$ cat config.mk
export PLATFORM = sky130hd
export DESIGN_NAME = pwr_state_ctrl
export DESIGN_NICKNAME = d
export VERILOG_FILES = /design/src/rtl/pwr_pkg.sv /design/src/rtl/irq_detect.sv /design/src/rtl/osc_stable_cnt.sv /design/src/rtl/pin_mode_map.sv /design/src/rtl/pwr_state_ctrl.sv
export SDC_FILE = /design/constraint.sdc
export NUM_CORES = 1
export LEC_CHECK = 0
export ABC_CLOCK_PERIOD_IN_PS = 2300
export BUFFER_PORTS_ARGS = -buffer_cell sky130_fd_sc_hd__buf_2
export CORE_UTILIZATION = 50
export DETAILED_ROUTE_END_ITERATION = 12
export GPL_ROUTABILITY_DRIVEN = 1
export GPL_TIMING_DRIVEN = 0
export PLACE_DENSITY = 0.82
export SYNTH_ARGS = -nofsm -noshare
export SYNTH_HDL_FRONTEND = slang
export SYNTH_HIERARCHICAL = 1
export SYNTH_SLANG_ARGS = --single-unit
$ cat constraint.sdc
create_clock -name clk -period 2.3 [get_ports clk]
set_input_delay 0.345 -clock clk [delete_from_list [all_inputs] [get_ports clk]]
set_output_delay 0.345 -clock clk [all_outputs]
set_load 0.01 [all_outputs]
$ cat src/rtl/pwr_pkg.sv
package pwr_pkg;
  typedef enum logic [2:0] {S_RUN, S_IDLE, S_PD, S_WAKE, S_EMU} pstate_t;

  typedef enum logic [1:0] {
    PM_DATA  = 2'b00,
    PM_ADDR  = 2'b01,
    PM_FLOAT = 2'b10,
    PM_WEAK  = 2'b11
  } pmode_t;

  typedef struct packed {
    logic   osc_en;
    logic   core_en;
    logic   ctl_force;
    logic   ctl_weak;
    logic   ale;
    logic   psen;
    pmode_t p0;
    pmode_t p1;
    pmode_t p2;
    pmode_t p3;
  } pin_cfg_t;
endpackage

$ cat src/rtl/irq_detect.sv
module irq_detect #(
  parameter int N_IRQ = 2
) (
  input  logic             clk,
  input  logic             rst,
  input  logic [N_IRQ-1:0] pin_n,
  input  logic [N_IRQ-1:0] en,
  input  logic [N_IRQ-1:0] edge_sel,
  output logic             any_hit,
  output logic             any_lvl_low
);
  logic [N_IRQ-1:0] pin_q, hit, lvl_low;

  for (genvar i = 0; i < N_IRQ; i++) begin : g_pin
    always_ff @(posedge clk) begin
      if (rst) pin_q[i] <= 1'b1;
      else     pin_q[i] <= pin_n[i];
    end
    // edge mode: high on last cycle, low now; level mode: low now
    assign hit[i]     = en[i] & (edge_sel[i] ? (pin_q[i] & ~pin_n[i]) : ~pin_n[i]);
    assign lvl_low[i] = en[i] & ~edge_sel[i] & ~pin_n[i];
  end

  assign any_hit     = |hit;
  assign any_lvl_low = |lvl_low;
endmodule

$ cat src/rtl/osc_stable_cnt.sv
module osc_stable_cnt #(
  parameter int STABLE_CYC = 16
) (
  input  logic clk,
  input  logic rst,
  input  logic run,
  output logic stable
);
  localparam int CNT_W = $clog2(STABLE_CYC + 1);
  localparam logic [CNT_W-1:0] LIMIT = CNT_W'(STABLE_CYC);

  logic [CNT_W-1:0] cnt;

  always_ff @(posedge clk) begin
    if (rst || !run)     cnt <= '0;
    else if (cnt != LIMIT) cnt <= cnt + 1'b1;
  end

  assign stable = (cnt == LIMIT);
endmodule

$ cat src/rtl/pin_mode_map.sv
module pin_mode_map
  import pwr_pkg::*;
(
  input  pstate_t  st,
  input  logic     ext_prog,
  output pin_cfg_t cfg
);
  always_comb begin
    cfg.osc_en    = 1'b1;
    cfg.core_en   = 1'b0;
    cfg.ctl_force = 1'b1;
    cfg.ctl_weak  = 1'b0;
    cfg.ale       = 1'b1;
    cfg.psen      = 1'b1;
    cfg.p0        = ext_prog ? PM_FLOAT : PM_DATA;
    cfg.p1        = PM_DATA;
    cfg.p2        = PM_DATA;
    cfg.p3        = PM_DATA;
    unique case (st)
      S_RUN: begin
        cfg.core_en   = 1'b1;
        cfg.ctl_force = 1'b0;
        cfg.p0        = ext_prog ? PM_ADDR : PM_DATA;
        cfg.p2        = ext_prog ? PM_ADDR : PM_DATA;
      end
      S_IDLE: begin
        cfg.p2 = ext_prog ? PM_ADDR : PM_DATA;
      end
      S_PD, S_WAKE: begin
        cfg.osc_en = (st == S_WAKE);
        cfg.ale    = 1'b0;
        cfg.psen   = 1'b0;
      end
      S_EMU: begin
        cfg.ctl_force = 1'b0;
        cfg.ctl_weak  = 1'b1;
        cfg.p0        = PM_FLOAT;
        cfg.p1        = PM_WEAK;
        cfg.p2        = PM_WEAK;
        cfg.p3        = PM_WEAK;
      end
      default: ;
    endcase
  end
endmodule

$ cat src/rtl/pwr_state_ctrl.sv
module pwr_state_ctrl
  import pwr_pkg::*;
#(
  parameter int N_IRQ      = 2,
  parameter int STABLE_CYC = 16
) (
  input  logic             clk,
  input  logic             rst,
  input  logic             idle_req,
  input  logic             pd_req,
  input  logic             wake_en,
  input  logic [N_IRQ-1:0] irq_pin_n,
  input  logic [N_IRQ-1:0] irq_en,
  input  logic [N_IRQ-1:0] irq_edge,
  input  logic             ale_in,
  input  logic             psen_in,
  input  logic             ext_prog,
  output logic             osc_en,
  output logic             core_clk_en,
  output logic             wake_evt,
  output logic             ale_out,
  output logic             psen_out,
  output logic             ctl_force,
  output logic             ctl_weak,
  output logic [1:0]       p0_mode,
  output logic [1:0]       p1_mode,
  output logic [1:0]       p2_mode,
  output logic [1:0]       p3_mode
);
  pstate_t  state, nxt, map_st;
  pin_cfg_t cfg_d, cfg_q;
  logic     any_hit, any_lvl_low, osc_stable;
  logic     rst_d, emu_arm, emu_entry;

  irq_detect #(.N_IRQ(N_IRQ)) irq_i (
    .clk(clk), .rst(rst), .pin_n(irq_pin_n), .en(irq_en), .edge_sel(irq_edge),
    .any_hit(any_hit), .any_lvl_low(any_lvl_low)
  );

  osc_stable_cnt #(.STABLE_CYC(STABLE_CYC)) osc_i (
    .clk(clk), .rst(rst), .run(state == S_WAKE), .stable(osc_stable)
  );

  // emulation is armed in reset and confirmed on the first cycle after it
  assign emu_entry = rst_d & emu_arm & ~ale_in;

  always_comb begin
    nxt = state;
    unique case (state)
      S_RUN:   if (pd_req) nxt = S_PD; else if (idle_req) nxt = S_IDLE;
      S_IDLE:  if (any_hit) nxt = S_RUN;
      S_PD:    if (wake_en && any_lvl_low) nxt = S_WAKE;
      S_WAKE:  if (osc_stable && !any_lvl_low) nxt = S_RUN;
      S_EMU:   nxt = S_EMU;
      default: nxt = S_RUN;
    endcase
    if (emu_entry) nxt = S_EMU;
  end

  assign map_st = rst ? S_RUN : nxt;

  pin_mode_map map_i (.st(map_st), .ext_prog(ext_prog), .cfg(cfg_d));

  always_ff @(posedge clk) begin
    cfg_q <= cfg_d;
    if (rst) begin
      state    <= S_RUN;
      rst_d    <= 1'b1;
      emu_arm  <= ~ale_in & psen_in;
      wake_evt <= 1'b0;
    end else begin
      state    <= nxt;
      rst_d    <= 1'b0;
      emu_arm  <= 1'b0;
      wake_evt <= (nxt == S_RUN) && (state == S_IDLE || state == S_WAKE);
    end
  end

  assign osc_en      = cfg_q.osc_en;
  assign core_clk_en = cfg_q.core_en;
  assign ctl_force   = cfg_q.ctl_force;
  assign ctl_weak    = cfg_q.ctl_weak;
  assign ale_out     = cfg_q.ale;
  assign psen_out    = cfg_q.psen;
  assign p0_mode     = cfg_q.p0;
  assign p1_mode     = cfg_q.p1;
  assign p2_mode     = cfg_q.p2;
  assign p3_mode     = cfg_q.p3;

  // the core never runs without the oscillator
  a_r4_core_needs_osc: assert property (@(posedge clk) disable iff (rst)
    core_clk_en |-> osc_en);

  // a wake out of the restart state only after the counter completed
  a_r6_wake_after_stable: assert property (@(posedge clk) disable iff (rst)
    (wake_evt && $past(state) == S_WAKE) |-> $past(osc_stable));

  // wake event lasts one cycle
  a_r3_wake_single: assert property (@(posedge clk) disable iff (rst)
    wake_evt |=> !wake_evt);

  // with wake disabled power-down is held
  a_r5_pd_hold: assert property (@(posedge clk) disable iff (rst)
    (state == S_PD && !wake_en) |=> state == S_PD);

  // emulation only left by reset
  a_r9_emu_sticky: assert property (@(posedge clk) disable iff (rst)
    (state == S_EMU) |=> (state == S_EMU && ctl_weak));

  // forced control pins leave ports 1 and 3 on data
  a_r7_side_ports: assert property (@(posedge clk) disable iff (rst)
    ctl_force |-> (p1_mode == 2'b00 && p3_mode == 2'b00));
endmodule

# After elaboration in Yosys (flattened, before gate mapping)
# Cells that the tools add are included.
totals:
  reg_bits: 25
  input_bits: 14
  wordCells: 78
op_classes:
  n_addsub: 1
  eq_ne: 10
  n_mux: 20
  bitwise_logic: 16
  reduce_logical: 15
ops:
  columns: ["operator", "n"]
  rows:
  - ["$mux W3", 7]
  - ["$pmux W3 S5", 1]
  - ["$eq A3 B2 Y1 const B", 4]
  - ["$and A1 B1 Y1", 11]
  - ["$reduce_or A2 Y1", 5]
  - ["$logic_not A3 Y1", 3]
  - ["$pmux W2 S2", 2]
  - ["$mux W1", 7]
  - ["$eq A3 B1 Y1 const B", 2]
  - ["$eq A3 B3 Y1 const B", 2]
  - ["$mux W2", 3]
  - ["$add A5 B1 Y5 const B", 1]
  - ["$eq A5 B5 Y1 const B", 1]
  - ["$ne A5 B5 Y1 const B", 1]
  - ["$not A1 Y1", 5]
  - ["$logic_and A1 B1 Y1", 3]
  - ["$logic_not A1 Y1", 2]
  - ["$logic_or A1 B1 Y1", 2]

# Longest topological paths before layout
depth:
  depth_word: 13
  depth_mapped: 8

# Hierarchy
# The synthesis kept the hierarchy.
modules_own_cells:
  columns: ["mod", "n_inst", "cells_per_inst", "area_per_inst_um2", "seq_area_each_um2"]
  rows:
  - ["pwr_state_ctrl", 1, 43, 546.8, 400.4]
  - ["osc_stable_cnt", 1, 24, 235.2, 100.1]
  - ["irq_detect", 1, 10, 117.6, 40.0]
  - ["pin_mode_map", 1, 16, 115.1, 0.0]

# Worst setup path before layout
# OpenSTA, ideal clock, no wires.
synth_path:
  kind: "reg-to-reg"
  start: "reg osc_i.cnt[0]"
  end: "reg cfg_q (netlist bit p0_mode[1])"
  arrival_ns: 1.694
  path_slack_ns: 0.492
  stages_incl_launch_ff: 9
  synth_period_minus_slack_ns: 1.808
  cell_sequence: "dfxtp_1 > inv_1 > ha_1 > and4bb_4 > nor2b_1 > nand2b_1 > a31oi_1 > nor3b_2 > a21o_1"
synth_rtl:
  columns: ["element", "line", "rtl"]
  rows:
  - ["from (decl)", "osc_stable_cnt.sv:12", "logic [CNT_W-1:0] cnt;"]
  - ["from (signal assigned)", "osc_stable_cnt.sv:16", "else if (cnt != LIMIT) cnt <= cnt + 1'b1;"]
  - ["to (signal assigned)", "pwr_state_ctrl.sv:65", "cfg_q <= cfg_d;"]
  - ["to (decl)", "pwr_state_ctrl.sv:31", "pin_cfg_t cfg_d, cfg_q;"]

==> impl_metrics.yaml <==
cts:
  numCtsBuffers: 3
  cts.sinks: 27
  tritoncts: "done"
  clk_path_buf_depth: 2
  cts-resized-gates: 0
  cts-root-buf: "clkbuf_4"
  insertion_delay_ps: 310
  clk_pin_slew_ps: 140
  cts-hold-fix-buffers: 0
  htree_levels: 1
  postCtsSetupBuffers: 0
synthesis:
  synthXorXnorAreaFrac_pct: 3.453
  synth-adder-area-share_pct: 2.466
  postSynthCellCount: 93
  yosys.area_share.simple_pct: 26.76
  synthMuxAreaShare_pct: 0.9864
  ys_seq_elements: 27
  synth_area_per_cell_um2: 10.91
  synth_cell_type_count: 33
  syn_nets: 109
  synth_compound_area_share_pct: 7.522
  syn-cell-area_um2: 1015
  yosys_warnings: 6
  synth_top_family_by_area: "simple AND/OR/NAND/NOR gates"
  yosysSeqAreaShare_pct: 53.27
finish:
  finalCoreUtilization_pct: 66.80
  multiInputGateArea_um2: 417.9
  final_area_um2: 1216
  regArea_um2: 540.5
  drive_gt1_share_pct: 36.80
  layout.cells.most_common: "buf_2"
  final_cell_mix: "buf_2, dfxtp_1, nor2_1"
  finalNetCount: 142
  nFillCells: 164
  area_delta_synth_final_pct: 19.85
  antennaDiodeCount: 0
sta:
  fmax_ghz: 0.4782
  drv_slew: 0
  setup_violations: 0
  rsz0062_at_grt: "no"
  clock_skew_ps: 1.996
  max-slew-margin-rel_pct: 65.57
  setup_slack_ps: 209.0
  max_slew.worst_pin.slew_ps: 514.0
  finalCritPeriodShare_pct: 90.91
  hold_viol: 0
  min_period_ps: 2091
  final.setup.tns_ps: 0
grt:
  grt_pass1_wl_um: 2642
  grt_usage_pct: 16.79
  grt_max_degree: 17
  grt_pass1_vias: 682
  antenna_found_initial: 0
  gr-total-overflow: 0
detailed_routing:
  finalWirelength_um: 1679
  drtIter0Drc: 18
  post_drt_wl_per_cell_um: 11.19
  viasPerCell: 4.887
  first_pass_iters: 4
  route.detailed.drc: 0
  detail-route-antenna-nets: 0
  via_count: 733
placement:
  postPlaceCellArea_um2: 1186
  dp_hpwl_um: 1336
  gp_congestion: 0.8407
  dp_slack_ps: 221.4
  portBuffers: 28
power:
  p_per_area_nw_per_um2: 665.3
  peakVddDrop_uv: 475.3
  p_leak_nw: 0.5476
outcome:
  outcome: "complete, no violations"
critical_path:
  crit_required_ps: 2570
  arrival_ps: 2360
  path_max_fanout: 7
  start_kind: "flop"
  end_kind: "flop"
  path_class: "reg -> reg"
  r2r_slack_ps: 210
die:
  start_util_pct: 55.74
  core_um2: 1821
  rows: 15
  dieWidth_um: 47.05
  dieArea_um2: 2214
  ios: 29
  dieHeight_um: 47.05
min_path:
  hold_class: "in -> reg"
flow_run:
  drv_cap: 0
[layer usage]
metal / track usage [%] / share of wire (%) / up-vias
li1: - / - / 368
met1: 20.43 / 43 / 344
met2: 31.39 / 53 / 19
met3: 2.308 / 3.4 / 2
met4: 3.429 / 0.36 / 0
met5: 0 / 0 / -
[layout make-up]
type | instances | share of cell area (%)
buffer | 6 | 3.704
multi-input combinational | 57 | 34.36
timing repair buffer | 28 | 11.52
tap | 25 | 2.572
clock inverter | 1 | 0.6173
sequential | 27 | 44.44
clock buffer | 3 | 1.852
inverter | 3 | 0.9259
[where the power goes]
| part | leakage, nW | internal [W] | total [W] | switching, W |
|---|---|---|---|---|
| Combinational | 0.312 | 0.0000524 | 0.000102 | 0.0000496 |
| Sequential | 0.222 | 0.000496 | 0.000507 | 0.0000115 |
| Clock | 0.0139 | 0.0000662 | 0.000200 | 0.000134 |
| Total | 0.548 | 0.000615 | 0.000809 | 0.000195 |
[sequential cells by signal (all words and copies together), names as in the netlist]
name,count
psen_out,1
irq_i/pin_q,2
p3_mode,2
state,3
ale_out,1
core_clk_en,1
ctl_force,1
wake_evt,1
osc_en,1
ctl_weak,1
osc_i/cnt,5
rst_d,1
p2_mode,2
p1_mode,2
emu_arm,1
p0_mode,2
[Yosys cell counts, drive strengths merged]
master / instances / share of area, %
and3b: 2 / 1.8
inv: 3 / 1.1
nor2: 9 / 3.3
a21o: 2 / 1.5
nand4b: 1 / 0.86
and4b: 1 / 0.99
and4bb: 1 / 1.6
nand2b: 7 / 5.8
dfxtp: 27 / 53
nor3b: 1 / 1.2
or3b: 1 / 0.86
xnor2: 2 / 1.7
o2111ai: 1 / 0.86
a21oi: 2 / 0.99
nand3b: 2 / 1.5
o22ai: 3 / 3.1
or2: 5 / 3.3
mux2i: 1 / 0.99
nor3: 1 / 0.49
nand2: 1 / 0.37
buf: 6 / 4.4
and3: 1 / 0.62
nor2b: 3 / 1.8
o21ai: 1 / 0.49
ha: 2 / 2.5
nand3: 3 / 1.5
xor2: 2 / 1.7
and2: 1 / 0.62
a31oi: 1 / 0.62
[final timing paths]
path | startpoint | to | cells past startpoint
setup / recovery | osc_i/cnt[0] | p2_mode[1] | 8
hold / removal | irq_pin_n[1] | irq_i/pin_q[1] | 2
setup reg to reg | osc_i/cnt[0] | p2_mode[1] | 8
hold reg to reg | osc_i/cnt[4] | osc_i/cnt[4] | 2
[critical path: stages, from the launching register on]
cell,delay [ps]
dfxtp_1,350
inv_1,90
ha_1,170
and4bb_4,280
nor2b_1,220
o22ai_1,100
and3_1,260
nor3b_2,400
buf_4,180
[cell families after synthesis]
| kind of cell | count (synthesis) |
|---|---|
| flip-flops | 27 |
| AO/OA/AOI/OAI | 10 |
| multiplexers | 1 |
| buffers and inverters | 9 |
| XOR/XNOR | 4 |
| AND/OR/NAND/NOR | 40 |
| adder cells (fa/ha/maj) | 2 |
[metrics by stage]
stage / power (W) / std cells / hold WS [ps]
2_1_floorplan: 0.0005773 / 93 / 372.7
3_3_place_gp: 0.0006167 / 146 / 508.8
3_5_place_dp: 0.0006207 / 146 / 537.3
4_1_cts: 0.0008190 / 150 / 206.0
5_1_grt: 0.0008449 / 150 / 209.8
6_report: 0.0008092 / 150 / 216.9
(Power assumes the default switching activity.)
